==> src/rtl/uart_int_pkg.sv <==
// Package: identification codes, enable bit positions and the pending-set type
// shared by the interrupt identification block and its checker.
package uart_int_pkg;
    localparam int ID_W = 6;
    localparam int EN_W = 6;

    localparam logic [ID_W-1:0] ID_NONE = 6'b000001;
    localparam logic [ID_W-1:0] ID_LS   = 6'b000110;
    localparam logic [ID_W-1:0] ID_RXD  = 6'b000100;
    localparam logic [ID_W-1:0] ID_TMO  = 6'b001100;
    localparam logic [ID_W-1:0] ID_TX   = 6'b000010;
    localparam logic [ID_W-1:0] ID_MS   = 6'b000000;
    localparam logic [ID_W-1:0] ID_SPC  = 6'b010000;
    localparam logic [ID_W-1:0] ID_FLOW = 6'b100000;

    localparam int EN_RX   = 0;
    localparam int EN_TX   = 1;
    localparam int EN_LS   = 2;
    localparam int EN_MS   = 3;
    localparam int EN_SPC  = 4;
    localparam int EN_FLOW = 5;

    typedef struct packed {
        logic flow;
        logic spc;
        logic ms;
        logic tx;
        logic tmo;
        logic rxd;
        logic ls;
    } pend_t;
endpackage

==> src/rtl/int_sticky.sv <==
// Sticky flag bank: W event bits held until a clear strobe.
// Assumes events are single-cycle pulses; a same-cycle event beats the clear.
module int_sticky #(
    parameter int W = 4
) (
    input  logic         clk,
    input  logic         rst_n,
    input  logic [W-1:0] set_i,
    input  logic         clr_i,
    output logic         any_o
);
    logic [W-1:0] bits_q;

    // Hold each event bit until cleared; new events win over the clear.
    always_ff @(posedge clk) begin
        if (!rst_n) bits_q <= '0;
        else        bits_q <= (bits_q & ~{W{clr_i}}) | set_i;
    end

    assign any_o = |bits_q;
endmodule

==> src/rtl/uart_int_src.sv <==
// Source stage: builds the pending set from raw conditions and applies each
// source's own clear rule. Assumes read strobes last one cycle and the
// "shown" clears are qualified by the code visible in the same cycle.
module uart_int_src #(
    parameter int ERR_W = 4,
    parameter int MS_W  = 4
) (
    input  logic               clk,
    input  logic               rst_n,
    input  logic [ERR_W-1:0]   rx_err_evt,
    input  logic               rx_above_trig,
    input  logic               rx_tmo_evt,
    input  logic               tx_below_trig,
    input  logic               tx_trig_zero,
    input  logic               tx_all_idle,
    input  logic [MS_W-1:0]    ms_delta_evt,
    input  logic               spc_match_evt,
    input  logic               flow_chg,
    input  logic               lsr_rd,
    input  logic               msr_rd,
    input  logic               rhr_rd,
    input  logic               tx_shown_rd,
    input  logic               spc_shown_rd,
    output uart_int_pkg::pend_t pend
);
    localparam int N_STICKY = 4;

    logic              tx_cond;
    logic              tx_prev_q;
    logic              tx_pend_q;
    logic [N_STICKY-1:0] st_any;

    // Sticky sources: line status, time-out, modem, special character.
    genvar gi;
    generate
        for (gi = 0; gi < N_STICKY; gi++) begin : g_stk
            if (gi == 0) begin : g_ls
                int_sticky #(.W(ERR_W)) u_stk (.clk(clk), .rst_n(rst_n),
                    .set_i(rx_err_evt), .clr_i(lsr_rd), .any_o(st_any[gi]));
            end else if (gi == 1) begin : g_tmo
                int_sticky #(.W(1)) u_stk (.clk(clk), .rst_n(rst_n),
                    .set_i(rx_tmo_evt), .clr_i(rhr_rd), .any_o(st_any[gi]));
            end else if (gi == 2) begin : g_ms
                int_sticky #(.W(MS_W)) u_stk (.clk(clk), .rst_n(rst_n),
                    .set_i(ms_delta_evt), .clr_i(msr_rd), .any_o(st_any[gi]));
            end else begin : g_spc
                int_sticky #(.W(1)) u_stk (.clk(clk), .rst_n(rst_n),
                    .set_i(spc_match_evt), .clr_i(spc_shown_rd), .any_o(st_any[gi]));
            end
        end
    endgenerate

    // Transmit condition: zero trigger waits for a fully idle transmitter.
    always_comb tx_cond = tx_trig_zero ? tx_all_idle : tx_below_trig;

    // Transmit-empty flag: set on condition rise, drop on shown read or loss of condition.
    always_ff @(posedge clk) begin
        if (!rst_n) begin
            tx_prev_q <= 1'b0;
            tx_pend_q <= 1'b0;
        end else begin
            tx_prev_q <= tx_cond;
            tx_pend_q <= (tx_cond & ~tx_prev_q) | (tx_pend_q & tx_cond & ~tx_shown_rd);
        end
    end

    // Gather the pending set for the prioritizer.
    always_comb begin
        pend.ls   = st_any[0];
        pend.rxd  = rx_above_trig;
        pend.tmo  = st_any[1];
        pend.tx   = tx_pend_q;
        pend.ms   = st_any[2];
        pend.spc  = st_any[3];
        pend.flow = flow_chg;
    end
endmodule

==> src/rtl/uart_int_prio.sv <==
// Prioritizer: masks the pending set with the enables and enhanced mode, then
// returns the code of the highest enabled source. Purely combinational.
module uart_int_prio
    import uart_int_pkg::*;
(
    input  pend_t            pend,
    input  logic [EN_W-1:0]  int_en,
    input  logic             enh_mode,
    output logic [ID_W-1:0]  int_id
);
    localparam int N_SRC = 7;

    logic [N_SRC-1:0]  req;
    logic [ID_W-1:0]   code [N_SRC];
    logic [ID_W-1:0]   pick;

    // Requests listed from highest (index 0) to lowest priority.
    always_comb begin
        req[0] = pend.ls   & int_en[EN_LS];
        req[1] = pend.rxd  & int_en[EN_RX];
        req[2] = pend.tmo  & int_en[EN_RX];
        req[3] = pend.tx   & int_en[EN_TX];
        req[4] = pend.ms   & int_en[EN_MS];
        req[5] = pend.spc  & int_en[EN_SPC]  & enh_mode;
        req[6] = pend.flow & int_en[EN_FLOW] & enh_mode;
        code[0] = ID_LS;
        code[1] = ID_RXD;
        code[2] = ID_TMO;
        code[3] = ID_TX;
        code[4] = ID_MS;
        code[5] = ID_SPC;
        code[6] = ID_FLOW;
    end

    // Walk from lowest to highest so the most urgent request overrides.
    always_comb begin
        pick = ID_NONE;
        for (int i = N_SRC - 1; i >= 0; i--) begin
            if (req[i]) pick = code[i];
        end
        int_id = pick;
        if (!enh_mode) int_id[ID_W-1] = 1'b0;
    end
endmodule

==> src/rtl/uart_int_id.sv <==
// Top: interrupt identification for one UART channel. Pending flags are
// registered; the code is combinational from them. Assumes all strobes and
// events are synchronous single-cycle pulses.
module uart_int_id
    import uart_int_pkg::*;
#(
    parameter int ERR_W = 4,
    parameter int MS_W  = 4
) (
    input  logic              clk,
    input  logic              rst_n,
    input  logic              enh_mode,
    input  logic [EN_W-1:0]   int_en,
    input  logic [ERR_W-1:0]  rx_err_evt,
    input  logic              rx_above_trig,
    input  logic              rx_tmo_evt,
    input  logic              tx_below_trig,
    input  logic              tx_trig_zero,
    input  logic              tx_all_idle,
    input  logic [MS_W-1:0]   ms_delta_evt,
    input  logic              spc_match_evt,
    input  logic              flow_chg,
    input  logic              isr_rd,
    input  logic              lsr_rd,
    input  logic              msr_rd,
    input  logic              rhr_rd,
    output logic [ID_W-1:0]   int_id,
    output logic              irq
);
    pend_t pend;
    logic  tx_shown_rd;
    logic  spc_shown_rd;

    // Clear-on-identification-read applies only to the source on display.
    always_comb begin
        tx_shown_rd  = isr_rd & (int_id == ID_TX);
        spc_shown_rd = isr_rd & (int_id == ID_SPC);
    end

    uart_int_src #(.ERR_W(ERR_W), .MS_W(MS_W)) u_src (
        .clk(clk), .rst_n(rst_n),
        .rx_err_evt(rx_err_evt), .rx_above_trig(rx_above_trig),
        .rx_tmo_evt(rx_tmo_evt), .tx_below_trig(tx_below_trig),
        .tx_trig_zero(tx_trig_zero), .tx_all_idle(tx_all_idle),
        .ms_delta_evt(ms_delta_evt), .spc_match_evt(spc_match_evt),
        .flow_chg(flow_chg), .lsr_rd(lsr_rd), .msr_rd(msr_rd),
        .rhr_rd(rhr_rd), .tx_shown_rd(tx_shown_rd),
        .spc_shown_rd(spc_shown_rd), .pend(pend)
    );

    uart_int_prio u_prio (
        .pend(pend), .int_en(int_en), .enh_mode(enh_mode), .int_id(int_id)
    );

    // Request line mirrors "something pending".
    always_comb irq = ~int_id[0];
endmodule

==> config.mk <==
export PLATFORM = sky130hd
export DESIGN_NAME = uart_int_id
export DESIGN_NICKNAME = d
export VERILOG_FILES = /design/src/rtl/uart_int_pkg.sv /design/src/rtl/int_sticky.sv /design/src/rtl/uart_int_src.sv /design/src/rtl/uart_int_prio.sv /design/src/rtl/uart_int_id.sv
export SDC_FILE = /design/constraint.sdc
export NUM_CORES = 1
export LEC_CHECK = 0
export BUFFER_PORTS_ARGS = -buffer_cell sky130_fd_sc_hd__clkbuf_2
export CAP_MARGIN = 20
export CORE_UTILIZATION = 36
export CTS_CLUSTER_SIZE = 28
export DETAILED_ROUTE_END_ITERATION = 7
export PLACE_DENSITY = 0.75
export SLEW_MARGIN = 10
export SYNTH_ARGS = -nofsm -noshare
export SYNTH_HDL_FRONTEND = slang
export SYNTH_SLANG_ARGS = --single-unit
==> constraint.sdc <==
create_clock -name clk -period 1.5 [get_ports clk]
set_input_delay 0.225 -clock clk [delete_from_list [all_inputs] [get_ports clk]]
set_output_delay 0.225 -clock clk [all_outputs]
set_load 0.01 [all_outputs]
==> metrics.md <==
| Metric | Value |
|---|---|
| First-pass GRT wire length | 2130 µm |
| Worst-path fanout max | 2 |
| RSZ-0062 raised after global routing | yes |
| Worst Hold Class | in2reg |
| Asr flop ratio synth | 0% |
| Top FF cell, synth | dfxtp_1 |
| CTS clk-pin slew, worst paths | 80 ps |
| Family with the most delay on the worst path | simple AND/OR/NAND/NOR gates |
| DP Worst Slack | -157 ps |
| Worst Path Class, Setup | reg2out |
| Avg Inst Size Synth | 9.63 µm² |
| Initial antenna violation count | 0 |
| Worst slew pin tran | 282 ps |
| Filler cells | 114 |
| DRT Wirelength | 1410 µm |
| YS warnings | 0 |
| Bufs and invs on worst path | 2 |
| Share of cells above drive strength 1 | 53.9% |
| Routed Antenna Nets | 0 |
| VDD IR max | 0.648 mV |
| Fin Setup TNS | -2090 ps |
| Yosys reg bits | 12 |
| Period minus WS final | 1940 ps |
| Largest net degree at the start of global routing | 12 |
| Number of global-route vias before repair | 545 |
| Total CTS buffers | 3 |
| # diodes | 0 |
| Worst reg2reg setup slack | -20 ps |
| Core area | 1380 µm² |
| Width of the die | 41.7 µm |
| Setup-failing EPs final | 8 |
| DR WL/cell | 12.1 µm |
| Worst setup SP type | register |
| Area of the multi-input gates | 347 µm² |
| Count of input and output buffers | 34 |
| Post-synth top area share | 42.3% |
| Crit-path cells | o41ai_4 -> nand4_2 -> or3b_4 -> inv_2 -> buf_6 |
| Vias post-DR | 584 |
| Chip Height | 41.7 µm |
| Post-synth EDFFs | 0 |
| CP Data Required Time | 1270 ps |
| Final Cycle Share | 129% |
| Die Area | 1740 µm² |
| Failing checks | negative setup slack |
| I/O pin count | 35 |
| Final net count | 131 |
| CP max-delay cell | or3b_4 |
| Sequential fraction of the synthesis area | 42.3% |
| Status | complete, but fails checks |
| Maximum root-to-sink buffer count | 2 |
| Initial DRC Count | 8 |
| Synth Instances | 59 |
| Slowest stage delay, CP | 410 ps |
| Fmax | 0.517 GHz |
| Clock Latency Late Sink | 270 ps |
| MaxCap Viol Count | 0 |
| Final GP Congestion | 0.828 |
| Total GRT Usage | 16.1% |
| Distinct cell type count after synthesis | 23 |
| GR Overflow Total | 0 |
| Area Overhead vs Synth | 59.3% |
| TritonCTS clock tree | built |
| Mapped Nets | 87 |
| Leakage | 0.000440 µW |
| Rows | 13 |
| Netlist Area Pre-Place | 568 µm² |
| CTS sink count | 12 |
| Initial Util | 41.1% |
| Relative slew slack | 81.1% |
| Post-route setup slack | -436 ps |
| DR DRC count | 0 |
| Largest area contributor in the synthesized netlist | dfxtp_1 |
| Critical path capture point type | output port |
| Vias/cell | 4.99 |
| Critical path data arrival time | 1710 ps |
| Power per cell area | 877 nW/µm² |
| Synth top area cells | dfxtp_1, o21a_1, nor2b_1 |
| Max H-tree Level | 1 |
| Clock root buffer | clkbuf_4 |
| Slew Limit Fails | 0 |
| Register Area | 244 µm² |
| Worst Skew | 0.679 ps |
| Pre-antenna DRT Iters | 4 |
| Final hold viol count | 0 |
## cells in the final DEF, fill, tap and decap left out, types with 2 or more instances in the layout
master,Yosys,routed
nand3_1,2,2
o41ai_4,1,2
clkbuf_2,0,27
nor2b_1,10,10
dfxtp_2,0,3
inv_1,2,2
clkbuf_4,0,3
dfxtp_1,12,9
buf_2,0,3
nand2_4,0,2
buf_6,0,6
nand2_1,6,4
o21a_1,9,9
buf_4,0,4
## routing by layer
metal / global-route usage [%] / share of wire (%) / vias up
li1: - / - / 293
met4: 9.68 / 0.78 / 0
met2: 25.9 / 51 / 26
met3: 5.22 / 6.4 / 2
met5: 0 / 0 / -
met1: 18.3 / 41 / 263
## Yosys cell counts (2+ instances only)
cell / instances
nand3_1: 2
nor2b_1: 10
dfxtp_1: 12
nor2_1: 2
inv_1: 2
nand2_1: 6
o21a_1: 9
## final cells by class
class                           count  area share (%)
Tap cell                           15            2.07
Multi-Input combinational cell     43            38.3
Sequential cell                    12            27.0
Timing Repair Buffer               40            27.4
Inverter                            3            1.24
Clock buffer                        4            4.01
## sequential cells by signal (all words and copies together) (netlist names)
name and cells:
u_src.g_stk.g_spc.u_stk.any_o 1, u_src.tx_pend_q 1, u_src.g_stk.g_ms.u_stk.bits_q 4, u_src.g_stk.g_tmo.u_stk.any_o 1, u_src.g_stk.g_ls.u_stk.bits_q 4, u_src.tx_prev_q 1
## worst paths after layout
path	from	endpoint	cells past startpoint
setup / recovery	u_src.g_stk[0].g_ls.u_stk.bits_q[2]$_SDFF_PN0_	int_id[0]	5
setup reg to reg	u_src.g_stk[0].g_ls.u_stk.bits_q[2]$_SDFF_PN0_	u_src.g_stk[3].g_spc.u_stk.any_o$_SDFF_PN0_	7
hold reg to reg	u_src.tx_prev_q$_SDFF_PN0_	u_src.tx_pend_q$_SDFF_PN0_	2
hold / removal	rx_err_evt[1]	u_src.g_stk[0].g_ls.u_stk.bits_q[1]$_SDFF_PN0_	2
## where the power goes
| group | total (µW) | internal (µW) | switching [µW] |
|---|---|---|---|
| combinational | 177 | 105 | 72.4 |
| sequential | 359 | 341 | 18.0 |
| clock | 257 | 147 | 110 |
## cell families (layout without fill, tap and decap cells)
| family | count (synthesis) | in the layout | synth area share, % |
|---|---|---|---|
| AND/OR/NAND/NOR | 25 | 25 | 26.2 |
| buffers and inverters | 4 | 47 | 2.64 |
| AO/OA/AOI/OAI | 17 | 17 | 27.1 |
| multiplexers | 1 | 1 | 1.76 |
| flip-flops | 12 | 12 | 42.3 |
## through the flow
step	hold slack, ps	utilization (%)	cells	power (µW)	area (µm²)
2_1_floorplan	349	-	59	432	569
5_1_grt	150	65.4	117	831	905
6_report	157	65.4	117	793	905
3_3_place_gp	434	56.7	111	501	785
4_1_cts	158	61.6	116	768	852
3_5_place_dp	437	56.7	111	504	785
## what timing repair did
| item | in CTS | in global routing |
|---|---|---|
| pin swaps | 2 | 2 |
| resized for setup | 6 | 16 |
| hold buffers | 0 | 0 |
| setup endpoints to repair | 8 | 8 |
| setup buffers | 1 | 2 |
## worst reg2reg max path: cells and delay by family (launching register included)
| kind | cells | cell delay, ps |
|---|---|---|
| simple gates | 2 | 240 |
| buf+inv | 3 | 380 |
| flops | 1 | 340 |
| compound gates | 2 | 450 |
Note: power is estimated with default switching activity, not from simulation.
